File: config.mk
export PLATFORM = sky130hd
export DESIGN_NAME = ptw_walker
export DESIGN_NICKNAME = d
export VERILOG_FILES = /design/src/rtl/ptw_pkg.sv /design/src/rtl/ptw_addr_gen.sv /design/src/rtl/ptw_leaf_eval.sv /design/src/rtl/ptw_bypass.sv /design/src/rtl/ptw_walker.sv
export SDC_FILE = /design/constraint.sdc
export NUM_CORES = 1
export LEC_CHECK = 0
export ABC_AREA = 0
export BUFFER_PORTS_ARGS = -buffer_cell sky130_fd_sc_hd__buf_2
export CAP_MARGIN = 20
export CELL_PAD_IN_SITES_DETAIL_PLACEMENT = 1
export CELL_PAD_IN_SITES_GLOBAL_PLACEMENT = 1
export CORE_UTILIZATION = 40
export DETAILED_ROUTE_END_ITERATION = 7
export PLACE_DENSITY = 0.79
export RECOVER_POWER = 25
export SYNTH_ARGS = -nofsm -noshare
export SYNTH_HDL_FRONTEND = slang
export SYNTH_SLANG_ARGS = --single-unit
export TNS_END_PERCENT = 1
File: constraint.sdc
create_clock -name clk -period 10.6 [get_ports clk]
set_input_delay 0.53 -clock clk [delete_from_list [all_inputs] [get_ports clk]]
set_output_delay 0.53 -clock clk [all_outputs]
set_load 0.03 [all_outputs]
File: src/rtl/ptw_pkg.sv
`timescale 1ns/1ps
package ptw_pkg;

    localparam int VA_W   = 32;
    localparam int DESC_W = 32;
    localparam int OFS_W  = 12;

    typedef enum logic [1:0] {
        DESC_INV = 2'd0,
        DESC_PTD = 2'd1,
        DESC_PTE = 2'd2,
        DESC_RSV = 2'd3
    } desc_kind_e;

    localparam logic [2:0] PERM_R = 3'b001;
    localparam logic [2:0] PERM_W = 3'b010;
    localparam logic [2:0] PERM_X = 3'b100;

    localparam logic [1:0] ERRK_INVALID = 2'd1;
    localparam logic [1:0] ERRK_PROT    = 2'd2;

    localparam logic [1:0] LVL_CTX = 2'd0;
    localparam logic [1:0] LVL_1   = 2'd1;
    localparam logic [1:0] LVL_2   = 2'd2;
    localparam logic [1:0] LVL_3   = 2'd3;

    localparam logic [1:0] RW_STORE = 2'd1;
    localparam logic [1:0] RW_FETCH = 2'd2;

    localparam logic [4:0] LG_4K   = 5'd12;
    localparam logic [4:0] LG_256K = 5'd18;
    localparam logic [4:0] LG_16M  = 5'd24;

    // access field -> {X,W,R}, user row differs for codes 5..7
    function automatic logic [2:0] perm_lookup(input logic [2:0] acc, input logic user);
        logic [2:0] p;
        case (acc)
            3'd0:    p = PERM_R;
            3'd1:    p = PERM_R | PERM_W;
            3'd2:    p = PERM_R | PERM_X;
            3'd3:    p = PERM_R | PERM_W | PERM_X;
            3'd4:    p = PERM_X;
            3'd5:    p = user ? PERM_R : (PERM_R | PERM_W);
            3'd6:    p = user ? 3'b000 : (PERM_R | PERM_X);
            default: p = user ? 3'b000 : (PERM_R | PERM_W | PERM_X);
        endcase
        return p;
    endfunction

    function automatic logic [2:0] needed_right(input logic [1:0] rw);
        logic [2:0] n;
        if (rw == RW_STORE)      n = PERM_W;
        else if (rw == RW_FETCH) n = PERM_X;
        else                     n = PERM_R;
        return n;
    endfunction

endpackage

File: src/rtl/ptw_addr_gen.sv
`timescale 1ns/1ps
module ptw_addr_gen #(
    parameter int PA_W  = 36,
    parameter int CTX_W = 8
) (
    input  logic [1:0]       lvl,
    input  logic [PA_W-1:0]  tbl_base,
    input  logic [CTX_W-1:0] ctx,
    input  logic [31:12]     va_hi,
    output logic [PA_W-1:0]  desc_addr
);
    import ptw_pkg::*;

    localparam int IDX_W = (CTX_W > 8) ? CTX_W : 8;

    logic [IDX_W-1:0] idx;

    always_comb begin
        case (lvl)
            LVL_CTX: idx = IDX_W'(ctx);
            LVL_1:   idx = IDX_W'(va_hi[31:24]);
            LVL_2:   idx = IDX_W'(va_hi[23:18]);
            default: idx = IDX_W'(va_hi[17:12]);
        endcase
        desc_addr = tbl_base + PA_W'({idx, 2'b00});
    end

endmodule

File: src/rtl/ptw_leaf_eval.sv
`timescale 1ns/1ps
module ptw_leaf_eval #(
    parameter int PA_W = 36
) (
    input  logic [23:0]     ppn,
    input  logic [2:0]      acc,
    input  logic            modified,
    input  logic [1:0]      lvl,
    input  logic [23:0]     va_lo,
    input  logic [1:0]      rw,
    input  logic            user,
    output logic [PA_W-1:0] paddr,
    output logic [4:0]      lg_size,
    output logic [2:0]      perm,
    output logic            prot_err
);
    import ptw_pkg::*;

    logic [PA_W-1:0] page_ofs;
    logic [2:0]      tbl_perm;

    always_comb begin
        case (lvl)
            LVL_1: begin
                page_ofs = PA_W'({va_lo[23:12], 12'h000});
                lg_size  = LG_16M;
            end
            LVL_2: begin
                page_ofs = PA_W'({va_lo[17:12], 12'h000});
                lg_size  = LG_256K;
            end
            default: begin
                page_ofs = '0;
                lg_size  = LG_4K;
            end
        endcase
        paddr    = PA_W'({ppn, 12'h000}) + page_ofs + PA_W'(va_lo[11:0]);
        tbl_perm = perm_lookup(acc, user);
        prot_err = ~|(tbl_perm & needed_right(rw));
        perm     = modified ? tbl_perm : (tbl_perm & ~PERM_W);
    end

endmodule

File: src/rtl/ptw_bypass.sv
`timescale 1ns/1ps
module ptw_bypass #(
    parameter int              PA_W     = 36,
    parameter logic [PA_W-1:0] ROM_BASE = '0
) (
    input  logic [31:0]     va,
    input  logic [1:0]      rw,
    input  logic            boot,
    output logic [PA_W-1:0] paddr,
    output logic [2:0]      perm
);
    import ptw_pkg::*;

    always_comb begin
        if (boot && rw == RW_FETCH) begin
            paddr = ROM_BASE | PA_W'(va[18:0]);
            perm  = PERM_R | PERM_X;
        end else begin
            paddr = PA_W'(va);
            perm  = PERM_R | PERM_W | PERM_X;
        end
    end

endmodule

File: src/rtl/ptw_walker.sv
`timescale 1ns/1ps
module ptw_walker #(
    parameter int              PA_W     = 36,
    parameter int              CTX_W    = 8,
    parameter logic [PA_W-1:0] ROM_BASE = PA_W'(36'hFF000_0000)
) (
    input  logic             clk,
    input  logic             rst_n,
    input  logic             req_valid,
    output logic             req_ready,
    input  logic [31:0]      req_vaddr,
    input  logic [1:0]       req_rw,
    input  logic             req_user,
    input  logic             req_phys,
    input  logic             req_boot,
    input  logic [CTX_W-1:0] req_ctx,
    input  logic [PA_W-1:0]  ctx_tbl_base,
    output logic             mem_rd_en,
    output logic [PA_W-1:0]  mem_rd_addr,
    input  logic             mem_rd_valid,
    input  logic [31:0]      mem_rd_data,
    output logic             resp_valid,
    output logic [PA_W-1:0]  resp_paddr,
    output logic [4:0]       resp_lg_size,
    output logic [2:0]       resp_perm,
    output logic [3:0]       resp_err,
    output logic [2:0]       resp_acc_idx
);
    import ptw_pkg::*;

    typedef enum logic [1:0] {ST_IDLE, ST_ISSUE, ST_WAIT, ST_RESP} st_e;

    typedef struct packed {
        st_e              st;
        logic [1:0]       lvl;
        logic [31:0]      va;
        logic [1:0]       rw;
        logic             user;
        logic [CTX_W-1:0] ctx;
        logic [PA_W-1:0]  rd_addr;
        logic             rvld;
        logic [PA_W-1:0]  paddr;
        logic [4:0]       lg;
        logic [2:0]       perm;
        logic [3:0]       err;
        logic [2:0]       acc;
    } walk_t;

    walk_t walk_q, walk_d;

    // address generator operands
    logic [1:0]       ag_lvl;
    logic [PA_W-1:0]  ag_base;
    logic [CTX_W-1:0] ag_ctx;
    logic [31:12]     ag_va;
    logic [PA_W-1:0]  ag_addr;

    // leaf and bypass results
    logic [PA_W-1:0]  lf_paddr;
    logic [4:0]       lf_lg;
    logic [2:0]       lf_perm;
    logic             lf_prot;
    logic [PA_W-1:0]  bp_paddr;
    logic [2:0]       bp_perm;

    desc_kind_e       kind;
    logic             unused_pte_bits;

    assign kind            = desc_kind_e'(mem_rd_data[1:0]);
    assign unused_pte_bits = ^{mem_rd_data[7], mem_rd_data[5]};

    always_comb begin
        if (walk_q.st == ST_IDLE) begin
            ag_lvl  = LVL_CTX;
            ag_base = ctx_tbl_base;
            ag_ctx  = req_ctx;
            ag_va   = req_vaddr[31:12];
        end else begin
            ag_lvl  = walk_q.lvl + 2'd1;
            ag_base = PA_W'({mem_rd_data[31:2], 6'b000000});
            ag_ctx  = walk_q.ctx;
            ag_va   = walk_q.va[31:12];
        end
    end

    ptw_addr_gen #(.PA_W(PA_W), .CTX_W(CTX_W)) u_addr_gen (
        .lvl       (ag_lvl),
        .tbl_base  (ag_base),
        .ctx       (ag_ctx),
        .va_hi     (ag_va),
        .desc_addr (ag_addr)
    );

    ptw_leaf_eval #(.PA_W(PA_W)) u_leaf_eval (
        .ppn      (mem_rd_data[31:8]),
        .acc      (mem_rd_data[4:2]),
        .modified (mem_rd_data[6]),
        .lvl      (walk_q.lvl),
        .va_lo    (walk_q.va[23:0]),
        .rw       (walk_q.rw),
        .user     (walk_q.user),
        .paddr    (lf_paddr),
        .lg_size  (lf_lg),
        .perm     (lf_perm),
        .prot_err (lf_prot)
    );

    ptw_bypass #(.PA_W(PA_W), .ROM_BASE(ROM_BASE)) u_bypass (
        .va    (req_vaddr),
        .rw    (req_rw),
        .boot  (req_boot),
        .paddr (bp_paddr),
        .perm  (bp_perm)
    );

    always_comb begin
        walk_d      = walk_q;
        walk_d.rvld = 1'b0;
        case (walk_q.st)
            ST_IDLE: begin
                if (req_valid) begin
                    walk_d.va   = req_vaddr;
                    walk_d.rw   = req_rw;
                    walk_d.user = req_user;
                    walk_d.ctx  = req_ctx;
                    walk_d.acc  = {req_rw[0], req_rw[1], ~req_user};
                    if (req_phys) begin
                        walk_d.st    = ST_RESP;
                        walk_d.rvld  = 1'b1;
                        walk_d.paddr = bp_paddr;
                        walk_d.perm  = bp_perm;
                        walk_d.lg    = LG_4K;
                        walk_d.err   = 4'd0;
                    end else begin
                        walk_d.st      = ST_ISSUE;
                        walk_d.lvl     = LVL_CTX;
                        walk_d.rd_addr = ag_addr;
                    end
                end
            end
            ST_ISSUE: begin
                walk_d.st = ST_WAIT;
            end
            ST_WAIT: begin
                if (mem_rd_valid) begin
                    walk_d.st    = ST_RESP;
                    walk_d.rvld  = 1'b1;
                    walk_d.paddr = '0;
                    walk_d.perm  = 3'b000;
                    walk_d.lg    = 5'd0;
                    walk_d.err   = {ERRK_INVALID, walk_q.lvl};
                    if (kind == DESC_PTD && walk_q.lvl != LVL_3) begin
                        walk_d.st      = ST_ISSUE;
                        walk_d.rvld    = 1'b0;
                        walk_d.lvl     = walk_q.lvl + 2'd1;
                        walk_d.rd_addr = ag_addr;
                    end else if (kind == DESC_PTE && walk_q.lvl != LVL_CTX) begin
                        if (lf_prot) begin
                            walk_d.err = {ERRK_PROT, walk_q.lvl};
                        end else begin
                            walk_d.err   = 4'd0;
                            walk_d.paddr = lf_paddr;
                            walk_d.perm  = lf_perm;
                            walk_d.lg    = lf_lg;
                        end
                    end
                end
            end
            default: begin
                walk_d.st = ST_IDLE;
            end
        endcase
    end

    always_ff @(posedge clk or negedge rst_n) begin
        if (!rst_n) begin
            walk_q <= '0;
        end else begin
            walk_q <= walk_d;
        end
    end

    assign req_ready    = (walk_q.st == ST_IDLE);
    assign mem_rd_en    = (walk_q.st == ST_ISSUE);
    assign mem_rd_addr  = walk_q.rd_addr;
    assign resp_valid   = walk_q.rvld;
    assign resp_paddr   = walk_q.paddr;
    assign resp_lg_size = walk_q.lg;
    assign resp_perm    = walk_q.perm;
    assign resp_err     = walk_q.err;
    assign resp_acc_idx = walk_q.acc;

endmodule


Yosys cells after proc, flatten, opt, wreduce, memory -nomap -nowiden
Cells that the tools add are included.

Input port bits: 117. Register bits after elaboration: 135.

Muxes and demuxes: 32. Bitwise operators: 2. Reductions and logical operators: 13. Equal/unequal tests: 23. $add $sub $neg: 4.

Operators by type and width (count): 85-bit case mux with 2 select lines (1); 135-bit two-way mux (1); 36-bit two-way mux (3); 48-bit two-way mux (2); 85-bit two-way mux (1); 49-bit two-way mux (1); 24-bit case mux with 2 select lines (1); 44-bit two-way mux (1); 37-bit two-way mux (1); 36-bit by 10-bit adder with 36-bit output (1); 36-bit by 12-bit adder with 36-bit output (1); 36-bit by 24-bit adder with 36-bit output (1); 8-bit case mux with 3 select lines (1); 3-bit case mux with 7 select lines (1); 20-bit two-way mux (1); 2-bit equality test, second input constant (6); 2-bit two-way mux (6); 3-bit two-way mux (4); 4-bit two-way mux (3); 2-bit by 1-bit equality test with 1-bit output, second input constant (5); 2-bit inequality test, second input constant (5); 5-bit case mux with 2 select lines (1); 3-bit equality test, second input constant (3); 8-bit two-way mux (1); other kinds (16) (22).

Longest topological paths before layout
Gate-level depths: netlist (run 1).

Depth in word-level cells: 10. Gate-level depth with buffers: 17. Mapped depth without buffers: 14.

By module
From an unflattened synthesis (run 1), not the netlist that was laid out.

Cells, all modules: 958. Area total of the unflattened synthesis: 10067.2 um^2.

By module, submodules not included: ptw_walker (area each 7352.1 um^2, sequential area each 3328.2 um^2, times used 1, cells an instance 612); ptw_leaf_eval (area each 1213.7 um^2, sequential area each 0.0 um^2, times used 1, cells an instance 171); ptw_addr_gen (area each 1174.9 um^2, sequential area each 0.0 um^2, times used 1, cells an instance 134); ptw_bypass (area each 326.6 um^2, sequential area each 0.0 um^2, times used 1, cells an instance 41).

Worst setup path after synthesis (run 1)
OpenSTA, ideal clock, no wires.

Path kind: flip-flop to flip-flop. Start: reg walk_q[131] (netlist name). End: reg walk_q, in the netlist mem_rd_addr[33]. Clock period less this slack: 4017 ps. Arrival: 3923 ps. Cell stages (with the launch flop): 15. Path buffers: 2. Slack: 6583 ps. Path through: dfrtp_1 -> buf_1 -> inv_1 -> ha_1 -> buf_1 -> mux4_2 -> nand2_1 -> nand2_1 -> ha_1 -> o211ai_1 -> nor2_1 -> o2111ai_4 -> nor4_4 -> mux2_1 -> a211oi_1.

Word-level cells in the longest chain between the ends: 8.

Ends and longest elaborated chain: from (decl) (line ptw_walker.sv:49) `walk_t walk_q, walk_d;`; from (signal assigned) (line ptw_walker.sv:179) `walk_q <= walk_d;`; 2-bit by 1-bit adder with 2-bit output (line ptw_walker.sv:79) `ag_lvl = walk_q.lvl + 2'd1;`; 2-bit two-way mux (line ptw_walker.sv:73) `if (walk_q.st == ST_IDLE) begin`; 2-bit equality test, or another cell as far along (line ptw_addr_gen.sv:19) `case (lvl)`; 8-bit case mux with 3 select lines (line ptw_addr_gen.sv:19); 36-bit by 10-bit adder with 36-bit output (line ptw_addr_gen.sv:25) `desc_addr = tbl_base + PA_W'({idx, 2'b00});`; 37-bit two-way mux or 36-bit two-way mux (tied branches) (line ptw_walker.sv:152, ptw_walker.sv:127); 85-bit two-way mux or 135-bit two-way mux (tied branches) (line ptw_walker.sv:145, ptw_walker.sv:121); 85-bit case mux with 2 select lines (line ptw_walker.sv:119) `case (walk_q.st)`.

Several ways; a longest one is shown, not always the timed one. The select of a mux whose other input is x is not followed. A chain may end at the register's enable or synchronous reset.

Worst setup path after layout (run 1)
Start: reg walk_q[131] (netlist name). End: reg walk_q, in the netlist mem_rd_addr[28].

The elaborated chain is that of the path after synthesis.

==> results of run 1 <==
==> power breakdown <==
| group | leakage (nW) | internal [mW] | switching, mW |
|---|---|---|---|
| registers | 1.62 | 0.743 | 0.192 |
| logic | 2.69 | 0.614 | 1.13 |
| clock network | 0.271 | 0.349 | 0.247 |
==> metal layers <==
metal | global-route usage, % | wire length [um] | share of wire (%)
met5 | 0 | 24 | 0.084
met4 | 9.85 | 712 | 2.5
met3 | 5.63 | 1910 | 6.7
met2 | 42.8 | 13700 | 48
met1 | 34.1 | 12300 | 43
==> logic make-up (layout without fill, tap and decap cells) <==
family,after synthesis,count (layout),synth area share [%]
other,1,8,0.0432
adders and majority gates,29,29,4.35
and+or+nand+nor,277,277,16.2
xor gates and xnor gates,35,35,3.53
muxes,75,75,10.2
DFF,132,132,38.0
AOI/OAI and AO/OA,215,215,16.9
buffers and inverters,158,274,10.8
==> critical path, delay by kind of cell, from the launching register on <==
family,cells,cell delay (ps)
DFF,1,770
buffers and inverters,2,260
muxes,1,300
adders and majority gates,3,1280
and+or+nand+nor,6,1260
AOI/OAI and AO/OA,2,470
==> stage by stage <==
stage / hold slack [ps] / util [%]
CTS: 109 / 46.8
floorplan: 234 / -
global placement: 451 / 44.0
detailed placement: 455 / 44.0
finish: 313 / 46.6
global route: 328 / 46.6
==> state kept, by name, indices dropped and copies added, names as in the netlist <==
name and flops:
walk_q 46, mem_rd_addr 36, resp_paddr 36, resp_err 4, resp_lg_size 4, resp_perm 3, resp_acc_idx 2, resp_valid 1
==> final cells by class <==
| class | count | area share (%) |
|---|---|---|
| Timing Repair Buffer | 211 | 10.4 |
| Clock inverter | 13 | 1.53 |
| Multi-Input combinational cell | 632 | 45.3 |
| Sequential cell | 132 | 33.5 |
| Antenna cell | 7 | 0.178 |
| Clock buffer | 19 | 4.39 |
| Inverter | 31 | 1.20 |
| Tap cell | 275 | 3.49 |
==> final timing paths <==
kind,slack (ps),from,depth (start not counted),endpoint
worst min register to register,460,mem_rd_addr[1],2,mem_rd_addr[1]
max in group asynchronous,6960,rst_n,2,mem_rd_addr[23]
worst max register to register,6120,walk_q[131],14,mem_rd_addr[28]
worst max-delay path,6120,walk_q[131],14,mem_rd_addr[28]
min in group asynchronous,1250,rst_n,1,mem_rd_addr[34]
worst min-delay path,310,req_user,2,resp_acc_idx[0]
==> Yosys cell counts, types with 4 or more instances <==
cell	n	area (um^2)
a222oi_1	12	120
o211ai_1	18	135
o22a_1	4	35.0
o21ai_1	4	20.0
mux4_2	6	135
ha_1	27	338
a211oi_1	7	52.6
nor3b_1	6	45.0
o22ai_1	4	25.0
a21boi_0	4	30.0
a21o_1	4	30.0
inv_1	30	113
nand2b_1	6	37.5
nor2b_1	9	56.3
a21oi_1	38	190
nand2_1	113	424
mux2_2	46	518
nor4_1	9	56.3
o21a_1	4	30.0
xnor2_1	20	175
clkbuf_1	27	101
xor2_1	15	131
buf_1	7	26.3
a22o_1	6	52.6
buf_2	5	25.0
o21ai_0	55	275
o31ai_1	7	52.6
a22oi_1	12	90.1
nor3_1	14	70.1
nand3_1	19	95.1
mux2i_1	21	210
and2_1	20	125
buf_4	87	653
nor2_1	43	161
and3_1	9	56.3
dfrtp_1	132	3300
a31oi_1	10	62.6
==> results.sh, run 1 <==
export IMPL_crit_slowest_cell="dfrtp_1"
export IMPL_die_h_um=149
export IMPL_cp_arrival_ps=4790
export IMPL_grt_pass1_vias=7810
export IMPL_yosys_warnings=0
export IMPL_period_share_pct=42.3
export IMPL_finalPower_mw=3.27
export IMPL_violations="max-capacitance violations, max-slew violations"
export IMPL_drt_total_wl_mm=28.7
export IMPL_setup_viol=0
export IMPL_rows=53
export IMPL_cts_htree_levels=4
export IMPL_vias=7487
export IMPL_postCtsSetupRepairBufs=0
export IMPL_fin_area_mm2=0.00987
export IMPL_critPathRequiredTime_ps=10910
export IMPL_avgSynthCellArea_um2=9.42
export IMPL_synth_edf_count=0
export IMPL_clock_insertion_delay_worst_skew_ps=430
export IMPL_status="finished with violations"
export IMPL_seq_area_frac_synth_pct=38.0
export IMPL_worstMarginPinSlew_ps=3410
export IMPL_power_density_mw_per_mm2=332
export IMPL_drtPass1Iterations=5
export IMPL_ys_flop_type="dfrtp_1"
export IMPL_start_kind="flip-flop"
export IMPL_clock_path_buffers=2
export IMPL_grt_pass1_wl_mm=44.0
export IMPL_path_class="flip-flop to flip-flop"
export IMPL_cts_resized=0
export IMPL_area_delta_synth_final_pct=13.6
export IMPL_drc=0
export IMPL_drtIter0Drc=470
export IMPL_cts_sinks=132
export IMPL_syn_num_nets=1068
export IMPL_avgViaCountPerCell=5.67
export IMPL_hpwl_mm=21.2
export IMPL_grt_overflow=0
export IMPL_cts_hold_buf=0
export IMPL_path_clk_slew_ps=60
export IMPL_peakVddDrop_v=0.000141
export IMPL_multi_input_area_mm2=0.00447
export IMPL_cts_tree="yes"
export IMPL_ios=207
export IMPL_cts_root_buf="clkbuf_16"
export IMPL_fin_skew_ps=10.3
export IMPL_cp_end_kind="flip-flop"
export IMPL_synth_seq_cells=132
export IMPL_fmax_mhz=223
export IMPL_synth_cells=922
export IMPL_grt_start_max_net_pins=76
export IMPL_slew_headroom_pct=-128
export IMPL_core_area_mm2=0.0212
export IMPL_finalHoldViolations=0
export IMPL_gp_congestion=0.886
export IMPL_dp_slack_ps=6130
export IMPL_antenna_found_initial=8
export IMPL_antenna_left=0
export IMPL_layout_common_cells="173 x buf_2, 132 x dfrtp_1, 113 x nand2_1"
export IMPL_critPathMaxStageDelay_ps=770
export IMPL_tns_ps=0
export IMPL_grt_use_total_pct=26.3
export IMPL_hold_path_class="primary input to flip-flop"
export IMPL_synthArstFlopShare_pct=100
export IMPL_dieArea_mm2=0.0223
export IMPL_crit_chain="inv_1, ha_1, mux4_2, nand2_1, nand2_1, ha_1, inv_1, fa_1, nor2b_1, o211a_1, o211ai_2, nor3_2, nor4b_1, nor3_1"
export IMPL_layout_min_cycle_time_ps=4480
export IMPL_cts_made_buffers=17
export IMPL_layout_commonest_cell="buf_2"
export IMPL_netlist_area_mm2=0.00869
export IMPL_fin_nets=1171
export IMPL_n_fill_cell=2521
export IMPL_cap_violations=1
export IMPL_fin_ws_ps=6120
export IMPL_worst_path_max_fanout=14
export IMPL_synth_cell_type_count=76
export IMPL_final_cells=1320
export IMPL_regArea_mm2=0.00330
export IMPL_placed_area_mm2=0.00931
export IMPL_slew_viol_final=59
export IMPL_rsz0062_at_grt="no"
export IMPL_post_place_cells=1281
export IMPL_initial_utilization_pct=41.1
export IMPL_drive_above_1_share_pct=27.1
export IMPL_port_buffers=205
export IMPL_drt_wirelength_per_cell_um=21.8
export IMPL_chipWidth_um=149
export IMPL_leakage_nw=4.58
Power figures use the tool's default switching activity.
==> run 2: changes to the inputs <==
==> constraint.sdc (replaced) <==
create_clock -name clk -period 4.35 [get_ports clk]
set_input_delay 0.2175 -clock clk [delete_from_list [all_inputs] [get_ports clk]]
set_output_delay 0.2175 -clock clk [all_outputs]
set_load 0.03 [all_outputs]
==> run 2 against run 1 <==
Critical path type unchanged. Via count up 1.4%. Wire length grew 1.0%. Highest routed layer unchanged. Sequential power grew 140%. Final cell count grew 0.23%. Fmax grew 19%. Critical path depth decreased by 2. Clock skew is 3.4 ps higher. The run still ends with max-capacitance violations, max-slew violations left. Sequential share of layout area grew 0.059 points. First-iteration DRC count increased by 1.9%.
==> results.sh, run 2 (synthesis results as in run 1) <==
export IMPL_path_class="flip-flop to flip-flop"
export IMPL_tns_ps=0
export IMPL_grt_pass1_vias=7961
export IMPL_clkPwrFrac_pct=18.1
export IMPL_grt_pass1_wl_mm=44.8
export IMPL_setup_viol=0
export IMPL_vias=7593
export IMPL_p_int_mw=4.07
export IMPL_n_fill_cell=2508
export IMPL_drt_wirelength_per_cell_um=21.9
export IMPL_power_density_mw_per_mm2=807
export IMPL_antenna_found_initial=5
export IMPL_layout_min_cycle_time_ps=3750
export IMPL_clock_path_buffers=2
export IMPL_critPathRequiredTime_ps=4690
export IMPL_worst_path_max_fanout=9
export IMPL_clock_insertion_delay_worst_skew_ps=440
export IMPL_cp_top_family="multiplexers"
export IMPL_drtIter0Drc=479
export IMPL_gp_congestion=0.883
export IMPL_drc=0
export IMPL_grt_use_total_pct=26.6
export IMPL_finalPower_mw=7.94
export IMPL_fin_skew_ps=13.7
export IMPL_critPathMaxStageDelay_ps=450
export IMPL_layout_commonest_cell="dfrtp_1"
export IMPL_layout_common_cells="132 x dfrtp_1, 130 x buf_2, 113 x nand2_1"
export IMPL_p_sw_share_pct=48.8
export IMPL_crit_chain="inv_1, ha_1, mux4_2, mux2i_1, inv_1, ha_1, a211oi_1, nor2_1, o2111ai_4, nor4_4, mux2_1, a211oi_1"
export IMPL_post_place_cells=1286
export IMPL_core_area_mm2=0.0212
export IMPL_hold_end="mem_rd_addr[0]"
export IMPL_peakVddDrop_v=0.000313
export IMPL_leakage_nw=4.48
export IMPL_start_kind="flip-flop"
export IMPL_violations="max-capacitance violations, max-slew violations"
export IMPL_postCtsSetupRepairBufs=0
export IMPL_path_clk_slew_ps=70
export IMPL_crit_slowest_cell="ha_1"
export IMPL_drtPass1Iterations=5
export IMPL_period_share_pct=86.2
export IMPL_path_buf_inv=2
export IMPL_drt_total_wl_mm=29.0
export IMPL_p_comb_share_pct=54.2
export IMPL_die_h_um=149
export IMPL_finalHoldViolations=0
export IMPL_ios=207
export IMPL_cts_root_buf="clkbuf_16"
export IMPL_area_delta_synth_final_pct=13.4
export IMPL_cap_violations=1
export IMPL_port_buffers=205
export IMPL_grt_overflow=0
export IMPL_fmax_mhz=267
export IMPL_cts_made_buffers=17
export IMPL_p_switching_mw=3.88
export IMPL_hpwl_mm=21.7
export IMPL_grt_start_max_net_pins=98
export IMPL_reg2regPathDepth=12
export IMPL_seqPwrFrac_pct=27.7
export IMPL_fin_nets=1178
export IMPL_largest_register="walk_q"
export IMPL_cts_tree="yes"
export IMPL_r2r_start="walk_q[132]"
export IMPL_drive_above_1_share_pct=23.5
export IMPL_worstMarginPinSlew_ps=2600
export IMPL_slew_viol_final=98
export IMPL_cp_end_kind="flip-flop"
export IMPL_final_cells=1323
export IMPL_hold_path_depth=3
export IMPL_initial_utilization_pct=41.1
export IMPL_avgViaCountPerCell=5.74
export IMPL_reg2reg_setup_slack_ps=600
export IMPL_status="finished with violations"
export IMPL_slew_headroom_pct=-73.2
export IMPL_cts_sinks=132
export IMPL_rows=53
export IMPL_cts_htree_levels=4
export IMPL_chipWidth_um=149
export IMPL_dieArea_mm2=0.0223
export IMPL_cp_arrival_ps=4090
export IMPL_hold_path_class="primary input to flip-flop"
export IMPL_min_from="ctx_tbl_base[0]"
export IMPL_r2r_end="mem_rd_addr[33]"
export IMPL_antenna_left=0
export IMPL_rsz0062_at_grt="no"
export IMPL_largest_reg_flops=46
run 2: cell count changes in the layout (fill, tap and decap cells not counted), moves of 2 or more:
cell           before  now
buf_2             173  130
buf_4               6   11
bufinv_16           2    0
clkbuf_1           34   74
clkinv_4            4    2
clkinvlp_4          4    2
diode_2             7    3
dlygate4sd3_1       0    2
inv_6               3    5
inv_8               0    5
run 2: layer usage:
layer | global-route usage, % | vias to the layer above | part of all wire, %
li1 | - | 3465 | -
met2 | 42.9 | 239 | 47
met4 | 8.72 | 4 | 2.6
met3 | 5.32 | 59 | 5.3
met1 | 35.6 | 3826 | 45
met5 | 0 | - | 0.076
run 2: worst max path at each step:
stage / startpoint / endpoint / slack (ps) / cells past startpoint
global route: walk_q[132] / mem_rd_addr[33] / 280 / 12
floorplan: walk_q[131] / mem_rd_addr[33] / 330 / 14
finish: walk_q[132] / mem_rd_addr[33] / 600 / 12
detailed placement: walk_q[132] / mem_rd_addr[33] / 630 / 12
CTS: walk_q[132] / mem_rd_addr[33] / 600 / 12
global placement: walk_q[132] / mem_rd_addr[33] / 780 / 12
run 2: layout make-up:
| class | count | area (um^2) | share of cell area [%] |
|---|---|---|---|
| repair buffers | 218 | 1040 | 10.5 |
| well taps | 275 | 344 | 3.49 |
| flip-flops and latches | 132 | 3300 | 33.5 |
| clock inverters | 14 | 133 | 1.35 |
| diodes | 3 | 7.51 | 0.0762 |
| clock buffers | 18 | 439 | 4.46 |
| inverters | 31 | 119 | 1.21 |
| multi-input cells | 632 | 4470 | 45.4 |
run 2: what timing repair did:
| item | 4_1_cts | 5_1_grt |
|---|---|---|
| resized for setup | 0 | 0 |
| hold buffers | 2 | 0 |
| setup endpoints to repair | 0 | 0 |
| endpoints found under the hold margin | 97 | 0 |
run 2: power by group through the flow:
stage                     Sequential [mW]  Clock (mW)  Combinational, mW
after floorplan                      2.07           0               3.67
after global placement               2.17           0               4.25
after detailed placement             2.21           0               4.37
after CTS                            2.19        1.45               4.40
after global routing                 2.26        1.50               4.68
final                                2.20        1.44               4.31
run 2: metrics by stage:
step                      instance area [um^2]  setup WS, ps  utilization (%)  hold slack, ps
final                                     9850           599             46.6            4.29
after global routing                      9850           282             46.6            15.1
after CTS                                 9940           597             47.0            4.66
after detailed placement                  9350           629             44.2             404
after global placement                    9350           775             44.2             400
after floorplan                           8690           333                -           -78.1
run 2: worst register-to-register path, delay by kind of cell, from the launching register on:
| family | cells | cell delay (ps) |
|---|---|---|
| AO/OA/AOI/OAI | 3 | 540 |
| adder cells (fa/ha/maj) | 2 | 760 |
| multiplexers | 3 | 960 |
| AND/OR/NAND/NOR | 2 | 780 |
| flip-flops | 1 | 420 |
| buffers and inverters | 2 | 190 |
==> run 3: changes to the inputs <==
--- a/config.mk
+++ b/config.mk
@@ -10,6 +10,7 @@
 export CAP_MARGIN = 20
 export CELL_PAD_IN_SITES_DETAIL_PLACEMENT = 1
 export CELL_PAD_IN_SITES_GLOBAL_PLACEMENT = 1
+export CORE_ASPECT_RATIO = 0.9
 export CORE_UTILIZATION = 40
 export DETAILED_ROUTE_END_ITERATION = 7
 export PLACE_DENSITY = 0.79
==> run 3 against run 2 <==
The flow still finishes with violations (max-capacitance violations, max-slew violations). Fmax shrank 0.92%. Flip-flop and latch count is the same. Sequential power is essentially flat. Clock power grew 5%. Setup slack lost 35 ps. Clock skew shrank 1.4 ps. Global-route usage grew 0.95 points. Cell area grew 1.6%. Critical path depth grew 1. Combinational power grew 3%.
==> results.sh, run 3 (synthesis results as in run 1) <==
export IMPL_status="finished with violations"
export IMPL_violations="max-capacitance violations, max-slew violations"
export IMPL_chipWidth_um=157
export IMPL_grt_use_met1_pct=36.9
export IMPL_peakVddDrop_v=0.000300
export IMPL_hold_end="walk_q[99]"
export IMPL_p_comb_share_pct=54.4
export IMPL_clkPwrFrac_pct=18.5
export IMPL_slew_headroom_pct=-65.9
export IMPL_p_switching_mw=3.94
export IMPL_cp_arrival_ps=4140
export IMPL_grt_start_max_net_pins=96
export IMPL_path_buf_inv=2
export IMPL_fmax_mhz=264
export IMPL_top_usage_layer="met2"
export IMPL_startpoint="walk_q[132]"
export IMPL_power_density_mw_per_mm2=814
export IMPL_cap_violations=1
export IMPL_antenna_left=0
export IMPL_core_area_mm2=0.0210
export IMPL_cts_resized=0
export IMPL_ios=207
export IMPL_fin_nets=1182
export IMPL_r2r_start="walk_q[132]"
export IMPL_crit_slowest_cell="nor4_4"
export IMPL_largest_reg_flops=46
export IMPL_r2r_end="mem_rd_addr[33]"
export IMPL_layout_commonest_cell="buf_2"
export IMPL_die_h_um=142
export IMPL_fin_skew_ps=12.3
export IMPL_postCtsSetupRepairBufs=0
export IMPL_drtPass1Iterations=5
export IMPL_cts_tree="yes"
export IMPL_drtIter0Drc=497
export IMPL_critPathRequiredTime_ps=4700
export IMPL_dieArea_mm2=0.0223
export IMPL_gp_congestion=0.889
export IMPL_finalPower_mw=8.14
export IMPL_cts_made_buffers=17
export IMPL_clock_path_buffers=2
export IMPL_port_buffers=205
export IMPL_cts_hold_buf=4
export IMPL_worstMarginPinSlew_ps=2490
export IMPL_cts_root_buf="clkbuf_16"
export IMPL_cp_end_kind="flip-flop"
export IMPL_path_clk_slew_ps=70
export IMPL_crit_chain="inv_1, ha_1, buf_4, mux4_2, nand2_1, nand2_1, ha_1, o211ai_1, nand2_1, o2111ai_4, nor4_4, mux2_1, a211oi_1"
export IMPL_clock_insertion_delay_worst_skew_ps=450
export IMPL_avgViaCountPerCell=5.70
export IMPL_drt_total_wl_mm=29.9
export IMPL_finalHoldViolations=0
export IMPL_worst_path_max_fanout=9
export IMPL_cts_htree_levels=4
export IMPL_start_kind="flip-flop"
export IMPL_reg2regPathDepth=13
export IMPL_critPathMaxStageDelay_ps=450
export IMPL_rsz0062_at_grt="no"
export IMPL_reg2reg_setup_slack_ps=560
export IMPL_p_sw_share_pct=48.4
export IMPL_crit_top_cell="nand2_1"
export IMPL_slew_viol_final=96
export IMPL_initial_utilization_pct=41.3
export IMPL_drc=0
export IMPL_antenna_found_initial=2
export IMPL_drt_wirelength_per_cell_um=22.4
export IMPL_layout_common_cells="195 x buf_2, 132 x dfrtp_1, 113 x nand2_1"
export IMPL_cts_sinks=132
export IMPL_use_met3_pct=5.68
export IMPL_grt_use_total_pct=27.6
export IMPL_layout_min_cycle_time_ps=3790
export IMPL_hold_path_depth=2
export IMPL_min_from="req_vaddr[0]"
export IMPL_hpwl_mm=22.3
export IMPL_rows=50
export IMPL_drive_above_1_share_pct=29.8
export IMPL_tns_ps=0
export IMPL_path_class="flip-flop to flip-flop"
export IMPL_grt_pass1_wl_mm=45.7
export IMPL_period_share_pct=87.0
export IMPL_setup_viol=0
export IMPL_grt_pass1_vias=7842
export IMPL_vias=7614
export IMPL_n_fill_cell=2470
export IMPL_leakage_nw=4.73
export IMPL_p_int_mw=4.20
export IMPL_area_delta_synth_final_pct=15.2
export IMPL_globalRouteMet2Util_pct=43.3
export IMPL_seqPwrFrac_pct=27.0
export IMPL_cp_top_family="simple AND/OR/NAND/NOR gates"
export IMPL_grt_overflow=0
export IMPL_largest_register="walk_q"
export IMPL_hold_path_class="primary input to flip-flop"
[run 3: cell count changes in the layout (fill, tap and decap cells not counted), moves of 2 or more]
cell / before / now
clkbuf_1: 74 / 9
dlygate4sd3_1: 2 / 4
buf_2: 130 / 195
buf_4: 11 / 13
clkinv_8: 0 / 3
diode_2: 3 / 1
[run 3: how the worst max path moves through the flow]
stage                                  to  slack, ps  cells past startpoint
after floorplan           mem_rd_addr[33]        330                     14
after global placement    mem_rd_addr[33]        820                     13
after detailed placement  mem_rd_addr[33]        590                     13
after CTS                 mem_rd_addr[33]        590                     13
after global routing      mem_rd_addr[33]        300                     13
final                     mem_rd_addr[33]        560                     13
[run 3: final cells by class]
cell class                      count  area (um^2)  share of cell area (%)
Sequential cell                   132         3300                    33.0
Clock buffer                       17          425                    4.25
Multi-Input combinational cell    632         4460                    44.6
Tap cell                          286          358                    3.58
Clock inverter                     15          184                    1.84
Timing Repair Buffer              222         1150                    11.5
Inverter                           31          119                    1.19
Antenna cell                        1         2.50                  0.0250
[run 3: power by group through the flow]
stage,sequential [mW],combinational [mW],clock [mW]
3_3_place_gp,2.18,4.29,0
6_report,2.20,4.43,1.51
4_1_cts,2.19,4.45,1.53
2_1_floorplan,2.07,3.67,0
5_1_grt,2.26,4.79,1.57
3_5_place_dp,2.21,4.42,0
[run 3: metrics by stage]
stage               util (%)  instance area, um^2  hold WS, ps  setup WS [ps]  cells
detailed placement      44.6                 9370          387            587   1299
finish                  47.6                10000         17.3            564   1336
global route            47.6                10000         9.21            302   1336
floorplan                  -                 8690        -78.1            333    922
CTS                     47.7                10000         1.56            589   1335
global placement        44.6                 9370          390            816   1299
[run 3: layer usage]
| layer | up-vias | share of wire [%] |
|---|---|---|
| met1 | 3841 | 44 |
| met4 | 0 | 2.9 |
| met3 | 51 | 5.8 |
| met5 | - | 0 |
| met2 | 257 | 47 |
| li1 | 3465 | - |
